## config.mk

```make
export PLATFORM = sky130hd
export DESIGN_NAME = blit_copy_emitter
export DESIGN_NICKNAME = d
export VERILOG_FILES = /design/src/rtl/blit_copy_emitter.sv
export SDC_FILE = /design/constraint.sdc
export NUM_CORES = 1
export LEC_CHECK = 0
export ABC_CLOCK_PERIOD_IN_PS = 3700
export BUFFER_PORTS_ARGS = -buffer_cell sky130_fd_sc_hd__clkbuf_2
export CAP_MARGIN = 20
export CORE_ASPECT_RATIO = 1.25
export CORE_MARGIN = 2
export CORE_UTILIZATION = 54
export DETAILED_ROUTE_END_ITERATION = 6
export PLACE_DENSITY_LB_ADDON = 0.2
export SLEW_MARGIN = 30
export SYNTH_ARGS = -nofsm -noshare
export SYNTH_HDL_FRONTEND = slang
export SYNTH_SLANG_ARGS = --single-unit
```

## constraint.sdc

```tcl
create_clock -name clk -period 3.7 [get_ports clk]
set_input_delay 0.185 -clock clk [delete_from_list [all_inputs] [get_ports clk]]
set_output_delay 0.185 -clock clk [all_outputs]
set_load 0.01 [all_outputs]
```

## src/rtl/blit_copy_emitter.sv

```systemverilog
module blit_copy_emitter #(
  parameter logic [31:0] LRI_CMD       = 32'h1100_0001,
  parameter logic [31:0] CTRL_REG      = 32'h0002_2200,
  parameter int          SRC_Y_BIT     = 0,
  parameter int          DST_Y_BIT     = 1,
  parameter logic [31:0] FLUSH_CMD     = 32'h1300_0002,
  parameter logic [31:0] COPY_CMD      = 32'h5430_0000,
  parameter int          SRC_TILED_BIT = 15,
  parameter int          DST_TILED_BIT = 11,
  parameter logic [31:0] FMT_BITS      = 32'h03CC_0000,
  parameter logic [31:0] END_CMD       = 32'h0500_0000
) (
  input  logic        clk,
  input  logic        rst_n,
  input  logic        start_i,
  input  logic        wide_i,
  input  logic [1:0]  src_tile_i,
  input  logic [1:0]  dst_tile_i,
  input  logic [15:0] width_i,
  input  logic [15:0] height_i,
  input  logic [63:0] src_addr_i,
  input  logic [63:0] dst_addr_i,
  output logic [31:0] word_o,
  output logic        word_valid_o,
  input  logic        word_ready_i,
  output logic        done_o
);
  localparam int LAST_NARROW = 15;
  localparam int LAST_WIDE   = 17;

  logic        busy;
  logic [4:0]  idx, slot;
  logic        c_wide;
  logic [1:0]  c_stile, c_dtile;
  logic [15:0] c_w, c_h;
  logic [63:0] c_src, c_dst;

  wire fire = busy && word_ready_i;
  wire last = idx == (c_wide ? 5'(LAST_WIDE) : 5'(LAST_NARROW));

  function automatic logic [31:0] pitch(input logic [1:0] t, input logic [15:0] w);
    return (t != 2'd0) ? {16'd0, w} : {14'd0, w, 2'b00};
  endfunction

  always_ff @(posedge clk) begin
    if (!rst_n) begin
      busy <= 1'b0;
      idx <= '0;
      done_o <= 1'b0;
      c_wide <= 1'b0;
      c_stile <= '0;
      c_dtile <= '0;
      c_w <= '0;
      c_h <= '0;
      c_src <= '0;
      c_dst <= '0;
    end else begin
      done_o <= fire && last;
      if (!busy && start_i) begin
        busy <= 1'b1;
        idx <= '0;
        c_wide <= wide_i;
        c_stile <= src_tile_i;
        c_dtile <= dst_tile_i;
        c_w <= width_i;
        c_h <= height_i;
        c_src <= src_addr_i;
        c_dst <= dst_addr_i;
      end else if (fire) begin
        if (last) busy <= 1'b0;
        else idx <= idx + 5'd1;
      end
    end
  end

  always_comb begin
    if (c_wide || idx < 5'd12) slot = idx;
    else if (idx == 5'd15)     slot = 5'd17;
    else                       slot = idx + 5'd1;
  end

  logic [31:0] ctrl, copy_hdr;
  assign ctrl = (32'(1) << (16 + SRC_Y_BIT)) | (32'(1) << (16 + DST_Y_BIT))
              | ((c_stile == 2'd2) ? (32'(1) << SRC_Y_BIT) : 32'd0)
              | ((c_dtile == 2'd2) ? (32'(1) << DST_Y_BIT) : 32'd0);
  assign copy_hdr = (COPY_CMD + (c_wide ? 32'd8 : 32'd6))
                  | ((c_stile != 2'd0) ? (32'(1) << SRC_TILED_BIT) : 32'd0)
                  | ((c_dtile != 2'd0) ? (32'(1) << DST_TILED_BIT) : 32'd0);

  always_comb begin
    case (slot)
      5'd0:  word_o = LRI_CMD;
      5'd1:  word_o = CTRL_REG;
      5'd2:  word_o = ctrl;
      5'd3:  word_o = FLUSH_CMD + {31'd0, c_wide};
      5'd7:  word_o = copy_hdr;
      5'd8:  word_o = FMT_BITS | pitch(c_dtile, c_w);
      5'd10: word_o = {c_h, c_w};
      5'd11: word_o = c_dst[31:0];
      5'd12: word_o = c_dst[63:32];
      5'd14: word_o = pitch(c_stile, c_w);
      5'd15: word_o = c_src[31:0];
      5'd16: word_o = c_src[63:32];
      5'd17: word_o = END_CMD;
      default: word_o = 32'd0;
    endcase
  end

  assign word_valid_o = busy;

  logic [4:0] hs_cnt;
  always_ff @(posedge clk) begin
    if (!rst_n) hs_cnt <= '0;
    else if (done_o) hs_cnt <= '0;
    else if (word_valid_o && word_ready_i) hs_cnt <= hs_cnt + 5'd1;
  end

  assert_hold_R9: assert property (@(posedge clk) disable iff (!rst_n)
    word_valid_o && !word_ready_i |=> word_valid_o && $stable(word_o));
  assert_count_R2: assert property (@(posedge clk) disable iff (!rst_n)
    done_o |-> hs_cnt == (c_wide ? 5'd18 : 5'd16));
  assert_done_R8: assert property (@(posedge clk) disable iff (!rst_n)
    done_o |-> !word_valid_o && $past(word_valid_o && word_ready_i && word_o == END_CMD));
  assert_start_R10: assert property (@(posedge clk) disable iff (!rst_n)
    $rose(word_valid_o) |-> $past(start_i));
endmodule

```

==> metrics.md, run 1 <==
| Metric | Value |
|---|---|
| Pre-CTS WS | 0.459 ns |
| H-tree Lvls | 4 |
| Top FF cell, synth | dfxtp_1 |
| Crit start category | flip-flop |
| Largest family of logic cells by synthesized area | compound AO/OA/AOI/OAI gates |
| Worst-path clk slew | approximately 0.060 ns |
| Residual DRC | 0 |
| Post-synthesis mux area share | less than 1% |
| Detailed placement HPWL | 19.4 mm |
| I/O Buffers | around 200 |
| CP Capture Type | output pin |
| VDD IR max | ~0.27 mV |
| Clock group share of total power | 42.7% |
| Run status | finished clean |
| Gate power share | a little under an eighth |
| Initial Utilization | a little under three fifths |
| CTS tree | yes |
| Setup CP Type | flip-flop to output pin |
| Via count | a little under 9000 |
| Sequential share of power | 45.7% |
| Cell-by-cell trace of the critical path | ha_1, and3_1, ha_1, nor2_1, nand3b_1, nand2_1, buf_4, and2_1, buf_4, a221oi_2, o211ai_1, clkbuf_2 |
| Fmax | 284 MHz |
| Row cnt | 50 |
| Share of cells above drive strength 1 | a little over a fifth |
| Final Max Tran Viols | 0 |
| Xor-xnor portion of the synthesized cell area | less than 1% |
| Clk_skew | 0.00421 ns |
| Avg WL per Cell | 19.2 microns |
| Crit path buffers/inverters | 3 |
| Die height | about 140 microns |
| Worst EP arrival | between 3 and 4 ns |
| Max-Cap Viols | 0 |
| RePlAce Congestion | about 1 |
| Worst Max-Slew Pin Slew | slightly above 0.9 ns |
| Pleak | slightly below 5 nW |
| P&R area growth vs syn | 36.4% |
| Synth Area in Compound Gates | 28.3% |
| Initial drt markers | roughly 740 |
| TNS Setup | 0 ns |
| Ys async rst share | 0% |
| Io pins | 203 |
| CTS max path bufs | 2 |
| Final #Nets | 1500 |
| Most frequent cells in the layout | nand2_1 (360), clkbuf_2 (201), a21boi_0 (172), dfxtp_1 (172), dlygate4sd3_1 (117) |
| Seq/Total Area, Yosys | between 40 and 50% |
| Crit-path slowest cell | a221oi_2 |
| Post-synth EDFFs | 0 |
| Most common cell after layout, fill and taps aside | nand2_1 |
| Final setup fails | 0 |
| Vias per std cell | around 5.7 |
| CP peak stage delay | approximately 0.38 ns |
| Sw power | between 0.001 and 0.0015 W |
| Core ar. | around 0.015 sq mm |
| Area share of fa/ha/maj cells after synthesis | less than 1% |
| Fillers | approximately 1100 |
| Seq cells post-synth | 172 |
| Switching portion of total power | between 20 and 25% |
| Pint | between 0.003 and 0.004 W |
| Final core utilization | 75.2% |
| GR Util All Layers | a little over a third |
| CP required | 3.51 ns |
| GRT overflow | 0 |
| Hold WC Path Type | input port to flip-flop |
| Crit path max-delay family | simple AND/OR/NAND/NOR gates |
| Ys Warns | 0 |
| Drt first pass iters | 7 |
| PnR worst setup slack | ~0.18 ns |
| Unique masters post-synth | 70 |
| Multi-input logic area | between 0.004 and 0.005 sq mm |
| DRT Wirelength | between 20 and 30 mm |
| Syn nets | between 1000 and 1500 |
| Chip width | approximately 110 microns |
| Largest net degree at the start of global routing | about 170 |
| Die ar. | around 0.016 sq mm |
| Avg Inst Size Synth | a little under 8 sq um |
| Storage element area | between 0.003 and 0.004 sq mm |
| Worst-Skew Late Latency | between 0.4 and 0.5 ns |
| Fin. Hold Viols | 0 |
| Post-Synth Simple-Gate Area | approximately 25% |
| Critical Path Fanout Max | 13 |
| Mapped cell area | slightly above 0.008 sq mm |
| ANT cells | 0 |
| First-pass GRT wire length | 45.5 mm |
| Clock buffer count from CTS | 17 |
| Period utilisation layout | between 90% and 100% |
| Final min period | between 3 and 4 ns |
| Min Hold Slack | roughly 0.0017 ns |
| RSZ-0062 raised after global routing | false |
| PwrDens | approximately 390 mW/mm^2 |
| Sink Count | 172 |
| Initial antenna violation count | 0 |
| Vias in the first global route | between 8000 and 9000 |
| Antenna Nets Post-Route | 0 |
| Slew headroom | between 30% and 40% |
| CTS Root Cell | clkbuf_16 |
| Post-Synthesis Cells | around 1000 |
-- sequential cells by signal (all words and copies together), names as in the netlist --
| register | count |
|---|---|
| c_src | 64 |
| word_valid_o | 1 |
| c_dst | 64 |
| c_h | 16 |
| c_w | 16 |
| done_o | 1 |
| c_dtile | 2 |
| c_wide | 1 |
| idx | 5 |
| c_stile | 2 |
-- per-stage QoR --
step           std cells  power, W  cell area, sq um
2_1_floorplan       1044   0.00228              8280
3_3_place_gp        1373   0.00247              9430
3_5_place_dp        1373   0.00248              9430
4_1_cts             1521   0.00445             11200
5_1_grt             1523   0.00462             11300
6_report            1523   0.00446             11300
-- repair_timing --
item,in CTS,in global routing
resized for setup,1,7
gates cloned,0,0
setup endpoints to repair,3,25
hold buffers,117,0
endpoints found under the hold margin,117,0
buffers inserted,0,2
pin swaps,0,1
-- cells by family (layout without fill, tap and decap cells) --
logic type                 count (synthesis)  after routing
and+or+nand+nor                          474            474
AOI/OAI and AO/OA                        303            303
buffers and inverters                     87            384
xor gates and xnor gates                   2              2
muxes                                      4              4
DFF                                      172            172
adders and majority gates                  2              2
-- cells in the mapped netlist, types with 9 or more instances --
| cell | number | area, sq um |
|---|---|---|
| o21ai_0 | 11 | 55.1 |
| clkbuf_1 | 61 | 229 |
| dfxtp_1 | 172 | 3440 |
| or4_1 | 9 | 67.6 |
| nand3_1 | 15 | 75.1 |
| a21oi_1 | 13 | 65.1 |
| nand2_1 | 360 | 1350 |
| buf_2 | 15 | 75.1 |
| and3_1 | 40 | 250 |
| o211ai_1 | 11 | 82.6 |
| a221o_1 | 14 | 140 |
| nor2_1 | 16 | 60.1 |
| a221oi_1 | 12 | 105 |
| a21boi_0 | 172 | 1290 |
| a22oi_1 | 19 | 143 |
-- cell type report --
type	count	area share [%]
multi-input cells	785	40.2
repair buffers	348	21.5
flip-flops and latches	172	30.5
clock buffers	18	3.89
inverters	5	0.166
well taps	182	2.02
clock inverters	13	1.67
-- worst paths after layout --
path,startpoint,end,slack [ns],depth (start not counted)
worst max-delay path,idx[1],word_o[20],0.18,12
worst min register to register,c_h[15],c_h[15],0.46,2
worst min-delay path,wide_i,c_wide,0.002,3
worst max register to register,c_wide,idx[0],1.65,5
-- worst register-to-register path, delay by kind of cell, from the launching register on --
family	cells	cell delay (ns)
AO/OA/AOI/OAI	2	0.36
AND/OR/NAND/NOR	2	0.61
multiplexers	1	0.32
flip-flops	1	0.69
-- power by group through the flow --
stage          combinational (W)  clock, W  sequential (W)
2_1_floorplan           0.000247         0         0.00204
3_3_place_gp            0.000401         0         0.00207
3_5_place_dp            0.000405         0         0.00207
4_1_cts                 0.000504   0.00192         0.00203
5_1_grt                 0.000574   0.00200         0.00204
6_report                0.000519   0.00190         0.00204
-- layer usage --
layer | track usage, % | part of all wire [%] | up-vias
met2 | 66.3 | 52 | 349
met3 | 6.26 | 6.0 | 84
met4 | 17.8 | 5.0 | 0
met5 | 0 | 0 | -
met1 | 40.2 | 37 | 4076
li1 | - | - | 4200
Power figures use the tool's default switching activity.
==> run 2: changes to the inputs <==
--- a/config.mk
+++ b/config.mk
@@ -12,6 +12,7 @@
 export CORE_MARGIN = 2
 export CORE_UTILIZATION = 54
 export DETAILED_ROUTE_END_ITERATION = 6
+export GPL_TIMING_DRIVEN = 0
 export PLACE_DENSITY_LB_ADDON = 0.2
 export SLEW_MARGIN = 30
 export SYNTH_ARGS = -nofsm -noshare
==> metrics.md, run 2 (same netlist as run 1, synthesis figures left out) <==
| Metric | Value |
|---|---|
| Run status | finished, violations left (was finished clean) |
| Failing checks | negative hold slack |
| Initial antenna violation count | 0 (unchanged) |
| Min Hold Slack | -0.00262 ns (was 0.00166 ns) |
| Max-Cap Viols | 0 (unchanged) |
| Vias per std cell | 5.91 (was 5.72) |
| Antenna Nets Post-Route | 0 (unchanged) |
| Io pins | 203 (unchanged) |
| CTS max path bufs | 2 (unchanged) |
| Avg WL per Cell | 20.3 microns (was 19.2 microns) |
| CTS Root Cell | clkbuf_16 (unchanged) |
| Row cnt | 50 (unchanged) |
| Detailed placement HPWL | 22.4 mm (was 19.4 mm) |
| Worst-path clk slew | 0.07 ns (was 0.06 ns) |
| Reg2Reg Setup Slack | 1.41 ns (was 1.65 ns) |
| CP required | 3.51 ns (about the same) |
| VDD IR max | 0.282 mV (was 0.271 mV) |
| Worst Max-Slew Pin Slew | 0.826 ns (was 0.918 ns) |
| Residual DRC | 0 (unchanged) |
| Critical Path Fanout Max | 10 (was 13) |
| TNS Setup | 0 ns (unchanged) |
| Final Cell Area | 0.0113 sq mm (about the same) |
| Final min period | 3.63 ns (was 3.52 ns) |
| Hold WC Path Type | input port to flip-flop (unchanged) |
| Share of cells above drive strength 1 | 21.7% (was 21.4%) |
| Die height | 142 microns (unchanged) |
| H-tree Lvls | 4 (unchanged) |
| Die ar. | 0.0163 sq mm (unchanged) |
| GRT overflow | 0 (unchanged) |
| Largest regs | c_dst x64, c_src x64 (unchanged) |
| Final Max Tran Viols | 0 (unchanged) |
| Clk_skew | 0.0116 ns (was 0.00421 ns) |
| Total power draw | 0.00436 W (was 0.00446 W) |
| Pleak | 4.74 nW (was 4.80 nW) |
| Final setup fails | 0 (unchanged) |
| Slew headroom | 44.9% (was 38.8%) |
| Crit start category | flip-flop (unchanged) |
| Initial Utilization | 55.1% (unchanged) |
| PwrDens | 385 mW/mm^2 (was 395 mW/mm^2) |
| Setup CP Type | flip-flop to output pin (unchanged) |
| Clock buffer count from CTS | 17 (unchanged) |
| Worst EP arrival | 3.44 ns (was 3.33 ns) |
| Most common cell after layout, fill and taps aside | nand2_1 (unchanged) |
| CTS tree | yes (unchanged) |
| Sink Count | 172 (unchanged) |
| Vias in the first global route | 9054 (was 8765) |
| CP Capture Type | output pin (unchanged) |
| Worst-Skew Late Latency | 0.44 ns (was 0.43 ns) |
| Largest net degree at the start of global routing | 17 (was 166) |
| Most frequent cells in the layout | nand2_1 (358), clkbuf_2 (206), a21boi_0 (172) (was nand2_1 (360), clkbuf_2 (201), a21boi_0 (172), dfxtp_1 (172), dlygate4sd3_1 (117)) |
| P&R area growth vs syn | 36.8% (was 36.4%) |
| First-pass GRT wire length | 47.1 mm (was 45.5 mm) |
| Drt first pass iters | 5 (was 7) |
| PnR worst setup slack | 0.0703 ns (was 0.180 ns) |
| Via count | 9207 (was 8709) |
| GR Util All Layers | 38.2% (was 36.3%) |
| I/O Buffers | 201 (was 202) |
| ANT cells | 0 (unchanged) |
| DRT Wirelength | 31.6 mm (was 29.2 mm) |
| Fmax | 276 MHz (was 284 MHz) |
| Chip width | 115 microns (unchanged) |
| Area after DPL | 0.00952 sq mm (was 0.00943 sq mm) |
| Placed Instances | 1427 (was 1373) |
| Final std cells w/o fill | 1558 (was 1523) |
| Pre-CTS WS | -0.311 ns (was 0.459 ns) |
| Final #Nets | 1535 (was 1500) |
| Period utilisation layout | 98.1% (was 95.1%) |
| Initial drt markers | 911 (was 744) |
| Core ar. | 0.0150 sq mm (unchanged) |
| RePlAce Congestion | 1.03 (was 0.998) |
| Fin. Hold Viols | 5 (was 0) |
## run 2: cell count changes in the layout (fill, tap and decap cells not counted), sizes merged
cell	delta
inv	+3
bufinv	-3
clkinv	-2
dlygate4sd3	-19
buf	-5
clkinvlp	+1
clkbuf	+60
## run 2: layout make-up
type / count / area [sq um]
plain buffers: 79 / 370
clock buffers: 19 / 453
clock inverters: 12 / 126
fillers: 1143 / 3690
inverters: 5 / 18.8
multi-input cells: 785 / 4650
flip-flops and latches: 172 / 3450
well taps: 182 / 228
repair buffers: 304 / 2020
## run 2: worst max-delay path, stage by stage (launching register included)
cell      delay, ns
dfxtp_4        0.38
ha_1           0.20
clkbuf_4       0.18
and3_1         0.22
ha_4           0.20
or3_1          0.47
a31oi_4        0.30
buf_6          0.19
and2_2         0.23
buf_4          0.22
a22oi_1        0.09
o211ai_1       0.15
clkbuf_2       0.18
## run 2: worst paths after layout
kind / startpoint / endpoint / cells after the start
worst max-delay path: idx[0] / word_o[29] / 12
worst min-delay path: dst_addr_i[41] / c_dst[41] / 3
worst max register to register: c_wide / idx[0] / 6
worst min register to register: c_src[11] / c_src[11] / 2
## run 2: per-stage QoR
step,util (%),hold WS [ns]
after detailed placement,63.4,0.425
after CTS,74.4,0.000603
after global routing,75.4,0.00604
after global placement,63.3,0.420
final,75.4,-0.00262
after floorplan,-,0.326
## run 2: layer usage
metal	wire [microns]	GRT usage (%)
met1	11600	42.9
met2	16000	68.7
met3	2250	5.49
met4	1790	21.0
met5	0	0
## run 2: power breakdown
part	switching [W]	total [W]	internal (W)
Sequential	0.0000807	0.00204	0.00195
Combinational	0.000290	0.000542	0.000252
Clock	0.000806	0.00178	0.000977
## run 2: timing repair
action	in CTS	in global routing
hold endpoints to repair	96	2
buffers inserted	1	4
pin swaps	4	7
gates resized for setup	30	33
hold buffers	96	2
endpoints found under the setup margin	32	31
